`config.mk`:
```
export PLATFORM = sky130hd
export DESIGN_NAME = eeprom_id_loader
export DESIGN_NICKNAME = d
export VERILOG_FILES = /design/src/rtl/idload_pkg.sv /design/src/rtl/idload_ctrl.sv /design/src/rtl/idload_dp.sv /design/src/rtl/eeprom_id_loader.sv
export SDC_FILE = /design/constraint.sdc
export NUM_CORES = 1
export LEC_CHECK = 0
export BUFFER_PORTS_ARGS = -buffer_cell sky130_fd_sc_hd__buf_2
export CAP_MARGIN = 0
export CORE_MARGIN = 2
export CORE_UTILIZATION = 25
export DETAILED_ROUTE_END_ITERATION = 10
export RECOVER_POWER = 50
export SLEW_MARGIN = 20
export SYNTH_ARGS = -nofsm -noshare
export SYNTH_HDL_FRONTEND = slang
export SYNTH_SLANG_ARGS = --single-unit
```
`constraint.sdc`:
```
create_clock -name clk -period 5.7 [get_ports clk]
set_input_delay 1.14 -clock clk [delete_from_list [all_inputs] [get_ports clk]]
set_output_delay 1.14 -clock clk [all_outputs]
set_load 0.005 [all_outputs]
```
`src/rtl/idload_pkg.sv`:
```
`timescale 1ns/1ps
package idload_pkg;

  localparam int WORD_W  = 16;
  localparam int NUM_IDS = 6;
  localparam int TGT_W   = 8;

  // Address-word field positions
  localparam int PAR_BIT = 15;
  localparam int FIN_BIT = 14;
  localparam int RES_HI  = 13;
  localparam int RES_LO  = 8;

  typedef enum logic [1:0] {
    ST_GAP,
    ST_SHIFT,
    ST_COMMIT,
    ST_DONE
  } ldState_t;

  // Strobes from control to datapath
  typedef struct packed {
    logic shiftIn;     // capture one serial data bit
    logic commitWord;  // a full word sits in the shift register
    logic pairSecond;  // the committed word is the data half of a pair
  } dpStrobe_t;

  function automatic logic [WORD_W-1:0] idDefault(input int unsigned k);
    case (k)
      0:       idDefault = 16'h13A8;
      1:       idDefault = 16'h0352;
      2:       idDefault = 16'h0200;
      3:       idDefault = 16'h0700;
      default: idDefault = 16'h0000;
    endcase
  endfunction

endpackage

```
`src/rtl/idload_ctrl.sv`:
```
`timescale 1ns/1ps
module idload_ctrl
  import idload_pkg::*;
#(
  parameter int SK_HALF = 2,
  parameter int ADDR_W  = 6
) (
  input  logic      clk,
  input  logic      rstN,
  input  logic      finalFlag,
  output dpStrobe_t strb,
  output logic      eeCs,
  output logic      eeSk,
  output logic      eeDin,
  output logic      done
);

  localparam int DIV_W    = (SK_HALF > 1) ? $clog2(SK_HALF) : 1;
  localparam int CMD_LEN  = 3 + ADDR_W;
  localparam int BIT_LAST = CMD_LEN + WORD_W - 1;
  localparam int BIT_W    = $clog2(BIT_LAST + 1);
  localparam logic [ADDR_W-1:0] LAST_WORD = '1;

  ldState_t           state;
  logic [DIV_W-1:0]   divCnt;
  logic [BIT_W-1:0]   bitIdx;
  logic [ADDR_W-1:0]  wordAddr;
  logic               secondWord;
  logic               skLevel;
  logic               doneQ;
  logic               tick;
  logic [CMD_LEN-1:0] cmdWord;
  logic [CMD_LEN-1:0] cmdShifted;

  assign tick = (divCnt == DIV_W'(SK_HALF - 1));

  always_ff @(posedge clk or negedge rstN) begin
    if (!rstN) begin
      state      <= ST_GAP;
      divCnt     <= '0;
      bitIdx     <= '0;
      wordAddr   <= '0;
      secondWord <= 1'b0;
      skLevel    <= 1'b0;
      doneQ      <= 1'b0;
    end else begin
      case (state)
        ST_GAP: begin
          if (tick) begin
            divCnt  <= '0;
            bitIdx  <= '0;
            skLevel <= 1'b0;
            state   <= ST_SHIFT;
          end else begin
            divCnt <= divCnt + 1'b1;
          end
        end
        ST_SHIFT: begin
          if (tick) begin
            divCnt <= '0;
            if (!skLevel) begin
              skLevel <= 1'b1;
            end else begin
              skLevel <= 1'b0;
              if (bitIdx == BIT_W'(BIT_LAST)) state <= ST_COMMIT;
              else bitIdx <= bitIdx + 1'b1;
            end
          end else begin
            divCnt <= divCnt + 1'b1;
          end
        end
        ST_COMMIT: begin
          if ((secondWord && finalFlag) || (wordAddr == LAST_WORD)) begin
            state <= ST_DONE;
            doneQ <= 1'b1;
          end else begin
            wordAddr   <= wordAddr + 1'b1;
            secondWord <= ~secondWord;
            divCnt     <= '0;
            state      <= ST_GAP;
          end
        end
        default: state <= ST_DONE;
      endcase
    end
  end

  // Command bits: start 1, opcode 10, then word address MSB first
  assign cmdWord    = {3'b110, wordAddr};
  assign cmdShifted = cmdWord << bitIdx;

  always_comb begin
    strb            = '0;
    strb.shiftIn    = (state == ST_SHIFT) && tick && skLevel &&
                      (bitIdx >= BIT_W'(CMD_LEN));
    strb.commitWord = (state == ST_COMMIT);
    strb.pairSecond = secondWord;
  end

  assign eeCs  = (state == ST_SHIFT);
  assign eeSk  = skLevel;
  assign eeDin = (state == ST_SHIFT) && (bitIdx < BIT_W'(CMD_LEN)) &&
                 cmdShifted[CMD_LEN-1];
  assign done  = doneQ;

endmodule

```
`src/rtl/idload_dp.sv`:
```
`timescale 1ns/1ps
module idload_dp
  import idload_pkg::*;
(
  input  logic                      clk,
  input  logic                      rstN,
  input  dpStrobe_t                 strb,
  input  logic                      eeDout,
  input  logic                      done,
  output logic                      finalFlag,
  output logic [NUM_IDS*WORD_W-1:0] idWords,
  output logic                      parityErr,
  output logic                      formatErr
);

  logic [WORD_W-1:0] shiftReg;
  logic [WORD_W-1:0] addrWord;
  logic [WORD_W-1:0] staged [NUM_IDS];
  logic              pairEnd;
  logic              pairOdd;
  logic              resvBad;
  logic              tgtBad;
  logic              pairGood;
  logic              perrQ;
  logic              ferrQ;

  always_ff @(posedge clk or negedge rstN) begin
    if (!rstN) begin
      shiftReg <= '0;
    end else if (strb.shiftIn) begin
      shiftReg <= {shiftReg[WORD_W-2:0], eeDout};
    end
  end

  always_ff @(posedge clk or negedge rstN) begin
    if (!rstN) begin
      addrWord <= '0;
    end else if (strb.commitWord && !strb.pairSecond) begin
      addrWord <= shiftReg;
    end
  end

  assign pairEnd  = strb.commitWord && strb.pairSecond;
  assign pairOdd  = ^{addrWord, shiftReg};
  assign resvBad  = |addrWord[RES_HI:RES_LO];
  assign tgtBad   = addrWord[TGT_W-1:0] >= TGT_W'(NUM_IDS);
  assign pairGood = pairEnd && pairOdd && !resvBad && !tgtBad;

  always_ff @(posedge clk or negedge rstN) begin
    if (!rstN) begin
      perrQ <= 1'b0;
      ferrQ <= 1'b0;
    end else begin
      if (pairEnd && !pairOdd)             perrQ <= 1'b1;
      if (pairEnd && (resvBad || tgtBad))  ferrQ <= 1'b1;
    end
  end

  generate
    for (genvar k = 0; k < NUM_IDS; k++) begin : g_id
      always_ff @(posedge clk or negedge rstN) begin
        if (!rstN) begin
          staged[k] <= idDefault(k);
        end else if (pairGood && (addrWord[TGT_W-1:0] == TGT_W'(k))) begin
          staged[k] <= shiftReg;
        end
      end
      assign idWords[k*WORD_W +: WORD_W] = done ? staged[k] : idDefault(k);
    end
  endgenerate

  assign finalFlag = addrWord[FIN_BIT];
  assign parityErr = perrQ;
  assign formatErr = ferrQ;

endmodule

```
`src/rtl/eeprom_id_loader.sv`:
```
`timescale 1ns/1ps
module eeprom_id_loader
  import idload_pkg::*;
#(
  parameter int SK_HALF = 2,
  parameter int ADDR_W  = 6
) (
  input  logic                      clk,
  input  logic                      rstN,
  input  logic                      eeDout,
  output logic                      eeCs,
  output logic                      eeSk,
  output logic                      eeDin,
  output logic                      done,
  output logic                      parityErr,
  output logic                      formatErr,
  output logic [NUM_IDS*WORD_W-1:0] idWords
);

  dpStrobe_t strb;
  logic      finalFlag;

  idload_ctrl #(
    .SK_HALF (SK_HALF),
    .ADDR_W  (ADDR_W)
  ) u_ctrl (
    .clk       (clk),
    .rstN      (rstN),
    .finalFlag (finalFlag),
    .strb      (strb),
    .eeCs      (eeCs),
    .eeSk      (eeSk),
    .eeDin     (eeDin),
    .done      (done)
  );

  idload_dp u_dp (
    .clk       (clk),
    .rstN      (rstN),
    .strb      (strb),
    .eeDout    (eeDout),
    .done      (done),
    .finalFlag (finalFlag),
    .idWords   (idWords),
    .parityErr (parityErr),
    .formatErr (formatErr)
  );

endmodule

```
==> results.ini, run 1 <==
[setup_path]
cp-end-kind = register
crit_type = register to register
worstPathArrival_ns = 4.29
crit_fanout = 16
startpoint_type = register
crit_required_ns = 6.00

[die]
die_area_um2 = 29370
die_w_um = 171.4
die_height_um = 171.4
rows = 61
fp.coreArea_um2 = 27710
io_pins = 105
initial_core_util = 0.2528

[synthesis]
synth_nets = 590
synthesis.area_um2 = 7004
ys_async_sr_fraction = 1.000
syn_inst = 570
synth_cell_type_count = 39
yosys.area.top_type_share = 0.4716
synth_edf_count = 0
synth_ff_type = dfrtp_1
avgSynthCellArea_um2 = 12.29
ys_ff_latch = 147
yosys-top-cells-area = dfrtp_1, mux2_1, mux2_2, and2_1, dfstp_2
synth.largest_area_cell = dfrtp_1
ys.warnings.count = 0
yosysSeqAreaShare = 0.5279

[global_route]
grt_max_degree = 99
grt_use_total = 0.1153
grt_pass1_wl_um = 25760
grt_overflow_total = 0
antenna_found_initial = 0
grt_pass1_vias = 4498

[finish]
areaGrowthSynthToFinish_pct = 19.49
final_cell_mix = dfrtp_1, buf_2, and2_1, mux2_1, mux2_2
fin_area_um2 = 8369
nFillCells = 2826
final_util = 0.3021
layout-drive-gt1-share = 0.3199
mostFrequentLayoutCell = dfrtp_1
antenna_cells = 0
nets = 676

[placed_design]
place_congestion = 0.7562
portBuffers = 104
dp_hpwl_um = 10960
place_area_um2 = 7811

[clock_network]
clk_latency_ns = 0.43
cts_inserted_buffers = 17
post_cts_resize_count = 0
cts_tree = built
post-cts-setup-buffer-count = 0
clockBufferDepth = 2
numClockSinks = 147
path_clk_slew_ns = 0.07
cts_root_buf = clkbuf_16
cts-hold-fix-buffers = 0
h-tree-depth = 4

[timing]
period_minus_slack_ns = 3.990
max_slew.worst_pin.slew_ns = 2.941
hold_violations = 0
fin_crit_sh = 0.7001
slew_headroom = -0.9817
max_freq_mhz = 250.6
fin_tns_setup_ns = 0
rsz0062_at_grt = false
setup_violations = 0
fin_worst_skew_ns = 0.01287
slew_viol_final = 109

[flow_run]
max_cap_violations = 2

[route]
ant_nets = 0
drt-vias-per-instance = 4.192
wl_um = 16190
drcViolationCount = 0
dr.pass1.iters = 4
routedWlPerCell_um = 15.46
vias = 4389
first_iter_violations = 200

[power]
totalPowerFinal_w = 0.002178
p_per_area_nw_per_um2 = 260.3
vdd_ir_drop_max_uv = 144.4
leakage_nw = 4.245

[outcome]
status = complete, but fails checks
violations = max-capacitance violations, max-slew violations

[min_path]
hold_path.class = register to register

-- cell usage after synthesis (2+ instances only) --
library cell  instances
o21ai_1               2
nor2_1               13
o22ai_1               3
dfrtp_1             132
buf_6                 6
xnor2_1              20
a21oi_1               5
nor2b_1               2
nand2b_1             18
a21o_1                2
mux2_1               60
xor2_1                9
and2_1               81
buf_2                11
nor3_1                2
ha_1                 17
or4_1                 2
nand4_1               4
nand2_1              32
dfstp_2              15
inv_1                19
clkbuf_1             20
buf_4                 3
o21ai_0              16
mux2_2               56
a31oi_1               2
nor3_4                6
-- per-layer routing --
layer  GRT usage  wire, um  vias to the layer above
met3     0.02692       649                       19
met1      0.1589      7844                     2215
met5           0         0                        -
li1            -         -                     2062
met2      0.1788      7401                       93
met4     0.03721       289                        0
-- state kept, by name, summed over array words and instances (netlist names) --
register and count:
u_dp.parityErr 1, u_dp.formatErr 1, u_dp.staged 96, u_ctrl.bitIdx 5
u_dp.addrWord 16, u_ctrl.eeSk 1, u_ctrl.done 1, u_ctrl.secondWord 1
u_ctrl.state 2, u_ctrl.wordAddr 6, u_ctrl.divCnt 1, u_dp.shiftReg 16
-- final timing paths --
kind | startpoint | to | slack (ns) | cells after the start
setup / recovery | u_ctrl.bitIdx[1] | u_dp.shiftReg[3] | 1.71 | 5
hold / removal | u_dp.formatErr | u_dp.formatErr | 0.48 | 1
setup reg to reg | u_ctrl.bitIdx[1] | u_dp.shiftReg[3] | 1.71 | 5
hold reg to reg | u_dp.formatErr | u_dp.formatErr | 0.48 | 1
max in group asynchronous | rstN | u_dp.addrWord[15] | 1.88 | 2
min in group asynchronous | rstN | u_dp.staged[16] | 1.41 | 1
-- final cells by class --
| class | count | area (um^2) | area share |
|---|---|---|---|
| clock buffers | 18 | 439.2 | 0.05247 |
| clock inverters | 14 | 140.1 | 0.01674 |
| inverters | 19 | 71.32 | 0.008521 |
| multi-input cells | 364 | 3014 | 0.3601 |
| flip-flops and latches | 147 | 3699 | 0.4419 |
| well taps | 378 | 473.0 | 0.05651 |
| repair buffers | 107 | 533.0 | 0.06369 |
-- per-stage QoR --
stage	setup slack [ns]	hold WS [ns]	instances
3_3_place_gp	2.392	0.4607	1015
5_1_grt	1.127	0.4941	1047
4_1_cts	2.263	0.4799	1047
6_report	1.710	0.4755	1047
3_5_place_dp	2.264	0.4633	1015
2_1_floorplan	2.919	0.4489	570
-- power breakdown --
part,internal [W],leakage (nW),switching [W]
Clock,0.000626,0.286,0.000471
Combinational,0.00000576,2.00,0.0000270
Sequential,0.00104,1.96,0.00000413
-- cells by family after synthesis --
kind of cell / Yosys count / synth area share
buf+inv: 59 / 0.04162
compound gates: 36 / 0.03073
mux: 117 / 0.1879
simple gates: 163 / 0.1386
xor+xnor: 31 / 0.04287
fa+ha+maj: 17 / 0.03037
flops: 147 / 0.5279
-- worst max-delay path, cell delays in order, from the launching register on --
cell and delay, ns:
dfrtp_1 0.48, inv_1 0.12, ha_1 0.19, o41a_1 0.40, o21ai_0 2.18, mux2_2 0.48
Power figures use the tool's default switching activity.
==> run 2, diff against run 1 <==
- clock period: 5.7 -> 3.7 ns (I/O delays scaled with it)
==> results.ini, run 2 (synthesis results as in run 1) <==
[outcome]
status = complete, but fails checks
violations = max-capacitance violations, max-slew violations

[power]
p_per_area_nw_per_um2 = 410.9  ; +58%
leakage_nw = 4.295  ; +1.2%
vdd_ir_drop_max_uv = 225.4  ; +56%
totalPowerFinal_w = 0.003516  ; +61%

[setup_path]
cp_slowest_stage_delay_ns = 0.47  ; -1.71 ns
r2r_end = u_dp.staged[36]
cpLargestDelayFamily = XOR/XNOR gates
cpMostUsedCell = xnor2_1
path_cells = inv_1 > ha_1 > xnor2_1 > xnor2_1 > xnor3_1 > xnor3_2 > nor3_4 > buf_4 > mux2_2
crit_fanout = 11  ; -5
worstSetupStartpoint = u_dp.addrWord[0]
cp-end-kind = register
cpMaxStageDelayCell = nor3_4
crit_required_ns = 4.01  ; -1.99 ns
crit_type = register to register
reg2reg_slack_ns = 0.51  ; -1.19 ns
r2r-start = u_dp.addrWord[0]
worstSetupEndpoint = u_dp.staged[36]
crit_buf_inv = 2  ; +1
ff2ff_path_depth = 9  ; +4
worstPathArrival_ns = 3.50  ; -0.79 ns
startpoint_type = register
path_depth = 9  ; +4

[min_path]
hold_path.class = input port to async pin

[timing]
fin_worst_skew_ns = 0.009810  ; -0.003060 ns
max_slew.worst_pin.slew_ns = 1.583  ; -1.359 ns
fin_crit_sh = 0.8609  ; +0.1608
period_minus_slack_ns = 3.185  ; -0.8051 ns
holdWs_ns = 0.2728  ; -0.2027 ns
rsz0062_at_grt = false
fin_tns_setup_ns = 0  ; unchanged
setup_violations = 0  ; unchanged
slew_viol_final = 94  ; -14%
finalWorstSetupSlack_ns = 0.5147  ; -1.195 ns
slew_headroom = -0.05500  ; +0.9267
hold_violations = 0  ; unchanged
max_freq_mhz = 313.9  ; +25%

[die]
fp.coreArea_um2 = 27710  ; unchanged
rows = 61  ; unchanged
io_pins = 105  ; unchanged
initial_core_util = 0.2528  ; unchanged
die_height_um = 171.4  ; unchanged
die_area_um2 = 29370  ; unchanged
die_w_um = 171.4  ; unchanged

[placed_design]
portBuffers = 104  ; unchanged
place_ws_ns = 0.5269  ; -1.738 ns
place_congestion = 0.7675  ; +1.5%
dp_hpwl_um = 11400  ; +4.0%

[finish]
areaGrowthSynthToFinish_pct = 22.15
largest_reg_flops = 96  ; unchanged
final_cell_mix = dfrtp_1, buf_2, and2_1, mux2_1, mux2_2
nets = 694  ; +2.7%
regMostFlops = u_dp.staged
layout-drive-gt1-share = 0.3115  ; -0.008381
reg_top3 = u_dp.staged x96, u_dp.addrWord x16, u_dp.shiftReg x16
antenna_cells = 0  ; unchanged
final_util = 0.3088  ; +0.006729
mostFrequentLayoutCell = dfrtp_1

[clock_network]
cts-hold-fix-buffers = 0  ; unchanged
h-tree-depth = 4  ; unchanged
post-cts-setup-buffer-count = 0  ; unchanged
numClockSinks = 147  ; unchanged
cts_tree = built
clockBufferDepth = 2  ; unchanged
cts_root_buf = clkbuf_16
path_clk_slew_ns = 0.07  ; about the same
cts_inserted_buffers = 17  ; unchanged
clk_latency_ns = 0.42  ; about the same
post_cts_resize_count = 0  ; unchanged

[global_route]
grt_overflow_total = 0  ; unchanged
grt_pass1_vias = 4394  ; -2.3%
grt_pass1_wl_um = 25530  ; -0.88%
antenna_found_initial = 0  ; unchanged
grt_max_degree = 65  ; -34%
grt_use_total = 0.1168  ; +0.001460

[route]
dr.pass1.iters = 4  ; unchanged
drcViolationCount = 0  ; unchanged
ant_nets = 0  ; unchanged
vias = 4450  ; +1.4%
first_iter_violations = 247  ; +24%
wl_um = 16570  ; +2.4%
drt-vias-per-instance = 4.178  ; -0.32%
routedWlPerCell_um = 15.56  ; +0.65%

[flow_run]
max_cap_violations = 2  ; unchanged

==> run 2: changes by cell type in the layout (fill, tap and decap cells not counted), sizes merged <==
cell and delta:
clkbuf +16, clkinv -1, buf +1, bufinv +2
==> run 2: stage by stage <==
step / instance area, um^2 / std cells
2_1_floorplan: 7004 / 570
3_3_place_gp: 7968 / 1033
3_5_place_dp: 7968 / 1033
4_1_cts: 8605 / 1065
5_1_grt: 8556 / 1065
6_report: 8556 / 1065
==> run 2: worst min path at each step <==
stage	slack, ns	to	from
after floorplan	0.44	u_ctrl.bitIdx[0]	rstN
after global placement	0.45	u_dp.parityErr	u_dp.parityErr
after detailed placement	0.46	u_dp.parityErr	u_dp.parityErr
after CTS	0.30	u_dp.staged[16]	rstN
after global routing	0.30	u_dp.staged[16]	rstN
final	0.27	u_dp.staged[16]	rstN
==> run 2: cell type report <==
type	count	area, um^2
clock inverter	15	211.5
inverter	19	71.32
sequential	147	3697
timing repair buffer	125	661.9
fill	2858	19150
clock buffer	17	425.4
tap	378	473.0
multi-input combinational	364	3015
==> run 2: report_power, final <==
| group | internal [W] | switching [W] |
|---|---|---|
| clock | 0.00110 | 0.000751 |
| sequential | 0.00161 | 0.00000456 |
| combinational | 0.0000110 | 0.0000447 |
==> run 2: metal layers <==
metal	up-vias	share of wire	GRT usage
met3	10	0.041	0.03014
met4	0	0.0069	0.02727
met2	101	0.47	0.1869
met1	2227	0.48	0.1583
met5	-	0	0
li1	2112	-	-
